[config.mk]
export PLATFORM = sky130hd
export DESIGN_NAME = vram_phase_arbiter
export DESIGN_NICKNAME = d
export VERILOG_FILES = /design/src/rtl/vram_arb_pkg.sv /design/src/rtl/vram_rst_sync.sv /design/src/rtl/vram_fetch_latch.sv /design/src/rtl/vram_overlay_ctrl.sv /design/src/rtl/vram_phase_mux.sv /design/src/rtl/vram_phase_arbiter.sv
export SDC_FILE = /design/constraint.sdc
export NUM_CORES = 1
export LEC_CHECK = 0
export BUFFER_PORTS_ARGS = -buffer_cell sky130_fd_sc_hd__buf_2
export CELL_PAD_IN_SITES_DETAIL_PLACEMENT = 2
export CELL_PAD_IN_SITES_GLOBAL_PLACEMENT = 2
export CORE_MARGIN = 2
export CORE_UTILIZATION = 17
export CTS_BUF_LIST = sky130_fd_sc_hd__clkbuf_16
export CTS_CLUSTER_SIZE = 20
export DETAILED_ROUTE_END_ITERATION = 6
export MAX_ROUTING_LAYER = met4
export PLACE_DENSITY = 0.82
export SYNTH_ARGS = -nofsm -noshare
export SYNTH_HDL_FRONTEND = slang
export SYNTH_SLANG_ARGS = --single-unit
[constraint.sdc]
create_clock -name clk -period 1.5 [get_ports clk]
set_input_delay 0.3 -clock clk [delete_from_list [all_inputs] [get_ports clk]]
set_output_delay 0.3 -clock clk [all_outputs]
set_load 0.02 [all_outputs]
[src/rtl/vram_arb_pkg.sv]
package vram_arb_pkg;
  typedef enum logic {
    OWN_VIDEO = 1'b0,
    OWN_CPU   = 1'b1
  } bus_owner_e;
endpackage

[src/rtl/vram_rst_sync.sv]
module vram_rst_sync #(
  parameter int STAGES = 2
) (
  input  logic clk,
  input  logic rst_n,
  output logic rst_n_sync
);
  logic [STAGES-1:0] chain_q;

  generate
    for (genvar g = 0; g < STAGES; g++) begin : g_stage
      if (g == 0) begin : g_first
        always_ff @(posedge clk or negedge rst_n) begin
          if (!rst_n) chain_q[g] <= 1'b0;
          else        chain_q[g] <= 1'b1;
        end
      end else begin : g_next
        always_ff @(posedge clk or negedge rst_n) begin
          if (!rst_n) chain_q[g] <= 1'b0;
          else        chain_q[g] <= chain_q[g-1];
        end
      end
    end
  endgenerate

  assign rst_n_sync = chain_q[STAGES-1];
endmodule

[src/rtl/vram_fetch_latch.sv]
module vram_fetch_latch
  import vram_arb_pkg::*;
#(
  parameter int DW = 8
) (
  input  logic       clk,
  input  logic       rst_n,
  input  logic       cpu_phi2,
  input  logic [DW-1:0] sram_rdata,
  output bus_owner_e owner,
  output logic [DW-1:0] disp_data,
  output logic       disp_valid
);
  logic          phase_q;
  logic          capture;
  logic [DW-1:0] data_d, data_q;
  logic          valid_d, valid_q;

  // Rising phase edge seen while the pins still show the display address.
  always_comb begin
    capture = cpu_phi2 & ~phase_q;
    data_d  = sram_rdata;
    valid_d = capture;
  end

  always_ff @(posedge clk or negedge rst_n) begin
    if (!rst_n) phase_q <= 1'b0;
    else        phase_q <= cpu_phi2;
  end

  always_ff @(posedge clk or negedge rst_n) begin
    if (!rst_n)       data_q <= '0;
    else if (capture) data_q <= data_d;
  end

  always_ff @(posedge clk or negedge rst_n) begin
    if (!rst_n) valid_q <= 1'b0;
    else        valid_q <= valid_d;
  end

  assign owner      = phase_q ? OWN_CPU : OWN_VIDEO;
  assign disp_data  = data_q;
  assign disp_valid = valid_q;
endmodule

[src/rtl/vram_overlay_ctrl.sv]
module vram_overlay_ctrl
  import vram_arb_pkg::*;
#(
  parameter int              CPU_AW    = 16,
  parameter int              VRAM_AW   = 13,
  parameter logic [CPU_AW-1:0] WIN_BASE  = 16'h4000,
  parameter logic [CPU_AW-1:0] CTRL_ADDR = 16'hBF00
) (
  input  logic              clk,
  input  logic              rst_n,
  input  bus_owner_e        owner,
  input  logic              cpu_cs,
  input  logic              cpu_rw,
  input  logic [CPU_AW-1:0] cpu_addr,
  input  logic              cpu_bit0,
  output logic              ovl_en,
  output logic              win_hit
);
  localparam int TAG_W = CPU_AW - VRAM_AW;
  localparam logic [TAG_W-1:0] WIN_TAG = WIN_BASE[CPU_AW-1:VRAM_AW];

  logic ovl_q, ovl_d, ctrl_we;
  logic tag_match;

  always_comb begin
    ctrl_we   = (owner == OWN_CPU) & cpu_cs & ~cpu_rw & (cpu_addr == CTRL_ADDR);
    ovl_d     = cpu_bit0;
    tag_match = (cpu_addr[CPU_AW-1:VRAM_AW] == WIN_TAG);
  end

  always_ff @(posedge clk or negedge rst_n) begin
    if (!rst_n)       ovl_q <= 1'b0;
    else if (ctrl_we) ovl_q <= ovl_d;
  end

  assign ovl_en  = ovl_q;
  assign win_hit = cpu_cs & ovl_q & tag_match;
endmodule

[src/rtl/vram_phase_mux.sv]
module vram_phase_mux
  import vram_arb_pkg::*;
#(
  parameter int DW      = 8,
  parameter int VRAM_AW = 13
) (
  input  bus_owner_e         owner,
  input  logic               win_hit,
  input  logic               cpu_rw,
  input  logic [VRAM_AW-1:0] cpu_offs,
  input  logic [DW-1:0]      cpu_wdata,
  input  logic [VRAM_AW-1:0] disp_addr,
  input  logic [DW-1:0]      sram_rdata,
  output logic [VRAM_AW-1:0] sram_addr,
  output logic [DW-1:0]      sram_wdata,
  output logic               sram_we_n,
  output logic               sram_oe_n,
  output logic [DW-1:0]      cpu_rdata,
  output logic               cpu_rdata_oe
);
  logic cpu_side, rd_hit, wr_hit;

  always_comb begin
    cpu_side     = (owner == OWN_CPU);
    rd_hit       = cpu_side & win_hit & cpu_rw;
    wr_hit       = cpu_side & win_hit & ~cpu_rw;
    sram_addr    = cpu_side ? cpu_offs : disp_addr;
    sram_wdata   = cpu_wdata;
    sram_we_n    = ~wr_hit;
    sram_oe_n    = cpu_side & ~rd_hit;
    cpu_rdata_oe = rd_hit;
    cpu_rdata    = rd_hit ? sram_rdata : '0;
  end
endmodule

[src/rtl/vram_phase_arbiter.sv]
module vram_phase_arbiter
  import vram_arb_pkg::*;
#(
  parameter int                CPU_AW      = 16,
  parameter int                VRAM_AW     = 13,
  parameter int                DW          = 8,
  parameter logic [CPU_AW-1:0] WIN_BASE    = 16'h4000,
  parameter logic [CPU_AW-1:0] CTRL_ADDR   = 16'hBF00,
  parameter int                SYNC_STAGES = 2
) (
  input  logic               clk,
  input  logic               rst_n,
  input  logic               cpu_phi2,
  input  logic               cpu_cs,
  input  logic               cpu_rw,
  input  logic [CPU_AW-1:0]  cpu_addr,
  input  logic [DW-1:0]      cpu_wdata,
  output logic [DW-1:0]      cpu_rdata,
  output logic               cpu_rdata_oe,
  input  logic [VRAM_AW-1:0] disp_addr,
  output logic [DW-1:0]      disp_data,
  output logic               disp_valid,
  output logic [VRAM_AW-1:0] sram_addr,
  output logic [DW-1:0]      sram_wdata,
  input  logic [DW-1:0]      sram_rdata,
  output logic               sram_we_n,
  output logic               sram_oe_n
);
  logic       rst_n_int;
  bus_owner_e owner;
  logic       ovl_en, win_hit;

  vram_rst_sync #(.STAGES(SYNC_STAGES)) u_rst (
    .clk(clk), .rst_n(rst_n), .rst_n_sync(rst_n_int)
  );

  vram_fetch_latch #(.DW(DW)) u_fetch (
    .clk(clk), .rst_n(rst_n_int), .cpu_phi2(cpu_phi2),
    .sram_rdata(sram_rdata), .owner(owner),
    .disp_data(disp_data), .disp_valid(disp_valid)
  );

  vram_overlay_ctrl #(
    .CPU_AW(CPU_AW), .VRAM_AW(VRAM_AW), .WIN_BASE(WIN_BASE), .CTRL_ADDR(CTRL_ADDR)
  ) u_ovl (
    .clk(clk), .rst_n(rst_n_int), .owner(owner), .cpu_cs(cpu_cs),
    .cpu_rw(cpu_rw), .cpu_addr(cpu_addr), .cpu_bit0(cpu_wdata[0]),
    .ovl_en(ovl_en), .win_hit(win_hit)
  );

  vram_phase_mux #(.DW(DW), .VRAM_AW(VRAM_AW)) u_mux (
    .owner(owner), .win_hit(win_hit), .cpu_rw(cpu_rw),
    .cpu_offs(cpu_addr[VRAM_AW-1:0]), .cpu_wdata(cpu_wdata),
    .disp_addr(disp_addr), .sram_rdata(sram_rdata),
    .sram_addr(sram_addr), .sram_wdata(sram_wdata),
    .sram_we_n(sram_we_n), .sram_oe_n(sram_oe_n),
    .cpu_rdata(cpu_rdata), .cpu_rdata_oe(cpu_rdata_oe)
  );
endmodule

; Word-level counts from Yosys, hierarchy flattened
; Index checks and enable logic that the tools add are counted.
; W data, S select, Z words.
[word_totals]
n_memories = 0
inputBits = 50
latch_bits = 0
ram_bits = 0
elab_cells = 25
out_inout_bits = 41
reg_bits = 13
rom_bits = 0
[op_classes]
bitwise_logic = 14
n_mul = 0
magnitude_cmp = 0
n_div = 0
reduce_logical = 0
addsub = 0
eq_ne = 2
n_mux = 3
n_shift = 0
[op_table]
columns = operator, count
row1 = $eq A16 B16 Y1 const B, 1
row2 = $mux W13, 1
row3 = $and A1 B1 Y1, 10
row4 = $mux W8, 1
row5 = $not A1 Y1, 4
row6 = $eq A3 B2 Y1 const B, 1
row7 = $mux W1, 1

; Longest topological paths before layout
[logic_depth]
ltp_word = 6
mapped_depth = 5
ltp_nobuf = 4

; Cells and area by module
; Synthesis repeated with hierarchy kept, for this count alone.
[unflattened]
hier_cells = 70
area_unflattened_um2 = 927.1
[modules_own_cells]
columns = module, n_inst, area_each_um2, cells_per_inst, seq_area_each_um2
row1 = vram_fetch_latch, 1, 404.1, 20, 250.2
row2 = vram_phase_mux, 1, 375.4, 37, 0.0
row3 = vram_overlay_ctrl, 1, 93.8, 10, 25.0
row4 = vram_rst_sync, 1, 53.8, 3, 50.0

; Worst setup path after synthesis
; No wires, ideal clock.
[synth_timing]
path_type = register -> output
start = register u_fetch.phase_q
end = output sram_oe_n
slack_ps = 65
path_stages_with_launch = 6
arrival_ps = 1135
cell_sequence = dfrtp_1 buf_6 nand4b_4 nor3b_4 and2_4 nor2b_2
[synth_via]
elab_chain_len = 5
[synth_rtl]
columns = element, line_no
row1 = "start, declared", vram_fetch_latch.sv:14  ; logic phase_q;
row2 = "start signal, assigned", vram_fetch_latch.sv:28  ; else phase_q <= cpu_phi2;
row3 = $mux W1, vram_fetch_latch.sv:41  ; assign owner = phase_q ? OWN_CPU : OWN_VIDEO;
row4 = $and A1 B1 Y1 (2 in series), vram_phase_mux.sv:25  ; rd_hit = cpu_side & win_hit & cpu_rw;
row5 = via cpu_rdata_oe, vram_phase_arbiter.sv:19  ; output logic cpu_rdata_oe,
row6 = $not A1 Y1, vram_phase_mux.sv:30  ; sram_oe_n = cpu_side & ~rd_hit;
row7 = $and A1 B1 Y1, vram_phase_mux.sv:30
row8 = "end, declared", vram_phase_arbiter.sv:27  ; output logic sram_oe_n
; The timed path passes the listed nets, and every way through them passes these cells.

; Worst setup path in the final report
[layout_timing]
start = register u_fetch.phase_q
end = output sram_oe_n
[layout_via]
elab_chain_len = 5
[layout_rtl]
columns = element, line_no
row1 = $mux W1 (*), vram_fetch_latch.sv:41
row2 = $and A1 B1 Y1 (2 in series), vram_phase_mux.sv:25
row3 = $not A1 Y1, vram_phase_mux.sv:30
row4 = $and A1 B1 Y1 (*), vram_phase_mux.sv:30
; Mark *: on every way between the ends. The rest lies on a longest branch, timed or not.

==> metrics.log <==
INFO  metric status = finished, violations left
INFO  metric violations = negative setup slack
INFO  metric hp-class = reg2async
INFO  metric top_level_ports = 91
INFO  metric worstReg2RegEnd = u_fetch.disp_data[1]
INFO  metric hold_violations = 0
INFO  metric cts_max_level = 1
INFO  metric worst_path_largest_cell_delay = 0.38 ns
INFO  metric max_freq = 587 MHz
INFO  metric synth_seq_area_share = 0.387
INFO  metric drt_first_pass_iters = 2
INFO  metric final.setup.tns = -4.46 ns
INFO  metric grt_first_pass_wirelength = 4220 um
INFO  metric placedInstanceArea = 0.00127 mm^2
INFO  metric postSynthNetCount = 122
INFO  metric critPathKind = reg2out
INFO  metric ctsRootBufferMaster = clkbuf_16
INFO  metric clock_skew = 0.00290 ns
INFO  metric row_count = 25
INFO  metric place_ws = -0.0867 ns
INFO  metric layout_min_cycle_time = 1.70 ns
INFO  metric crit_buf_inv = 2
INFO  metric critPathRequiredTime = 1.20 ns
INFO  metric initial_core_util = 0.177
INFO  metric cp-start-kind = register
INFO  metric wirelength = 3070 um
INFO  metric cells_after_dpl = 208
INFO  metric maxSlewViolCount = 0
INFO  metric timing.rr.start = u_fetch.phase_q
INFO  metric stdcell_area = 0.00149 mm^2
INFO  metric rr_worst_depth = 6
INFO  metric diodes = 0
INFO  metric number_of_nets_with_antenna_violations_after_routing = 0
INFO  metric core_area = 0.00475 mm^2
INFO  metric dieWidth = 74.3 um
INFO  metric layout-area-overhead-vs-synth = 76.6%
INFO  metric place_congestion = 0.646
INFO  metric cts_tree = built
INFO  metric ys_ff_latch = 13
INFO  metric final.period_utilization = 1.14
INFO  metric fin_cells = 216
INFO  metric place.port_buffers = 76
INFO  metric total_die_area = 0.00552 mm^2
INFO  metric avgSynthCellArea = 11.7 um^2
INFO  metric yosysUniqueCellTypes = 20
INFO  metric worst_ep_arrival_time = 1.40 ns
INFO  metric die_y_extent = 74.3 um
INFO  metric endpoint_kind = primary output
INFO  metric routed-via-count = 879
INFO  metric detailedRoute.firstIterationViolations = 5
INFO  metric n_fill_cell = 532
INFO  metric final_net_count = 200
INFO  metric post_route_cells_drive_above_1_share = 0.779
INFO  metric first_global_vias = 921
INFO  metric worst_slack = -0.204 ns
INFO  metric clock_edge_transition_at_the_registers_on_the_reported_setup_and_hold_paths = 0.04 ns
INFO  metric pin_count_of_the_biggest_net_entering_global_routing = 17
INFO  metric antenna_found_initial = 0
INFO  metric drt_drc_violations_left = 0
INFO  metric synthesis.area = 841 um^2
INFO  metric grt.overflow.total = 0
INFO  metric dp.final_hpwl = 2460 um
INFO  metric cts_buffers = 3
INFO  metric total_leakage_power = 0.777 nW
INFO  metric power_per_cell_area = 833 mW/mm^2
INFO  metric rsz0062_at_grt = true
INFO  metric ir_drop = 0.000457 V
INFO  metric clk_latency = 0.24 ns
INFO  metric ff2ff_setup_slack = -0.01 ns
INFO  metric vias_per_cell = 4.07
INFO  metric cells_traversed_along_the_worst_timing_path = nand4b_4, nor3b_4, buf_12, and2_4, nor2b_2, buf_6
INFO  metric max_cap_violations = 0
INFO  metric max-clock-path-buffers = 2
INFO  metric cell_family_with_the_largest_share_of_critical_path_delay = simple AND/OR/NAND/NOR gates
INFO  metric post_synth_inst_count = 72
INFO  metric cts.sink_count = 13
INFO  metric critical_path.slowest_cell = dfrtp_2
INFO  metric critical_path.max_fanout = 10
INFO  metric setup_viol_count_final = 32
INFO  metric ys.warnings.count = 0
INFO  metric groute.usage.overall = 0.104
INFO  metric wire_per_inst = 14.2 um
sequential cells by signal (all words and copies together) (netlist names):
name and cells:
u_fetch.phase_q 1, u_fetch.disp_data 8, u_ovl.ovl_en 1, u_rst.rst_n_sync 1
u_rst.chain_q 1, u_fetch.disp_valid 1
routing by layer:
layer	wire (um)	global-route usage
met2	1600	0.196
met4	15	0.0258
met5	0	-
met1	1080	0.107
met3	372	0.0257
timing repair:
item                                    CTS  global route
endpoints found under the setup margin   24            30
buffers inserted                          0             2
gates cloned                              0             1
hold buffers                              1             0
hold endpoints to repair                  2             0
resized for setup                        15            10
cells in the mapped netlist (all sizes together):
| cell | number | area share |
|---|---|---|
| nor3b | 1 | 0.022 |
| inv | 1 | 0.0045 |
| nand2 | 2 | 0.0089 |
| and3 | 8 | 0.060 |
| dfrtp | 13 | 0.39 |
| nand4 | 1 | 0.0074 |
| clkbuf | 1 | 0.0045 |
| mux2 | 22 | 0.29 |
| conb | 1 | 0.0045 |
| nor2 | 1 | 0.0045 |
| nor3 | 3 | 0.018 |
| buf | 11 | 0.097 |
| nand4b | 2 | 0.039 |
| nor2b | 1 | 0.010 |
| and2 | 1 | 0.010 |
| nand2b | 2 | 0.015 |
| nand4bb | 1 | 0.013 |
where the power goes:
part / internal [mW] / switching [mW]
combinational: 0.164 / 0.174
sequential: 0.389 / 0.0235
clock: 0.351 / 0.136
cell families after synthesis:
logic type,after synthesis,share of synthesized area
and+or+nand+nor,23,0.208
other,1,0.00446
buffers and inverters,13,0.106
DFF,13,0.387
muxes,22,0.295
stage by stage:
step | hold WS [ns] | power, mW | util
3_5_place_dp | 0.0886 | 0.737 | 0.267
6_report | 0.188 | 1.24 | 0.312
3_3_place_gp | 0.0870 | 0.728 | 0.267
4_1_cts | 0.195 | 1.24 | 0.295
2_1_floorplan | 0.00441 | 0.616 | -
5_1_grt | 0.228 | 1.30 | 0.312
layout make-up:
class	count	area [um^2]	area share
clock buffers	3	75.1	0.0505
clock inverters	1	3.75	0.00253
inverters	1	3.75	0.00253
multi-input cells	46	439	0.296
flip-flops and latches	13	327	0.220
well taps	67	83.8	0.0564
repair buffers	85	553	0.372
layout by cell type (no fill, tap or decap), drive strengths merged:
master and instances:
and2 1, nand2 2, nand4 1, nand2b 2
and3 8, dlygate4sd3 1, inv 2, nor2 1
nand4b 2, nor3b 1, nor2b 1, buf 83
nand4bb 1, clkbuf 4, mux2 22, nor3 3
conb 1, dfrtp 13
worst max-delay path by stage:
stage	slack, ns	endpoint	cells after the start	start
floorplan	0.07	sram_oe_n	5	u_fetch.phase_q
global placement	-0.08	sram_oe_n	7	cpu_addr[15]
detailed placement	-0.09	sram_oe_n	7	cpu_addr[15]
CTS	-0.25	sram_oe_n	6	u_fetch.phase_q
global route	-0.26	sram_oe_n	6	u_fetch.phase_q
finish	-0.20	sram_oe_n	6	u_fetch.phase_q
(Power assumes the default switching activity.)
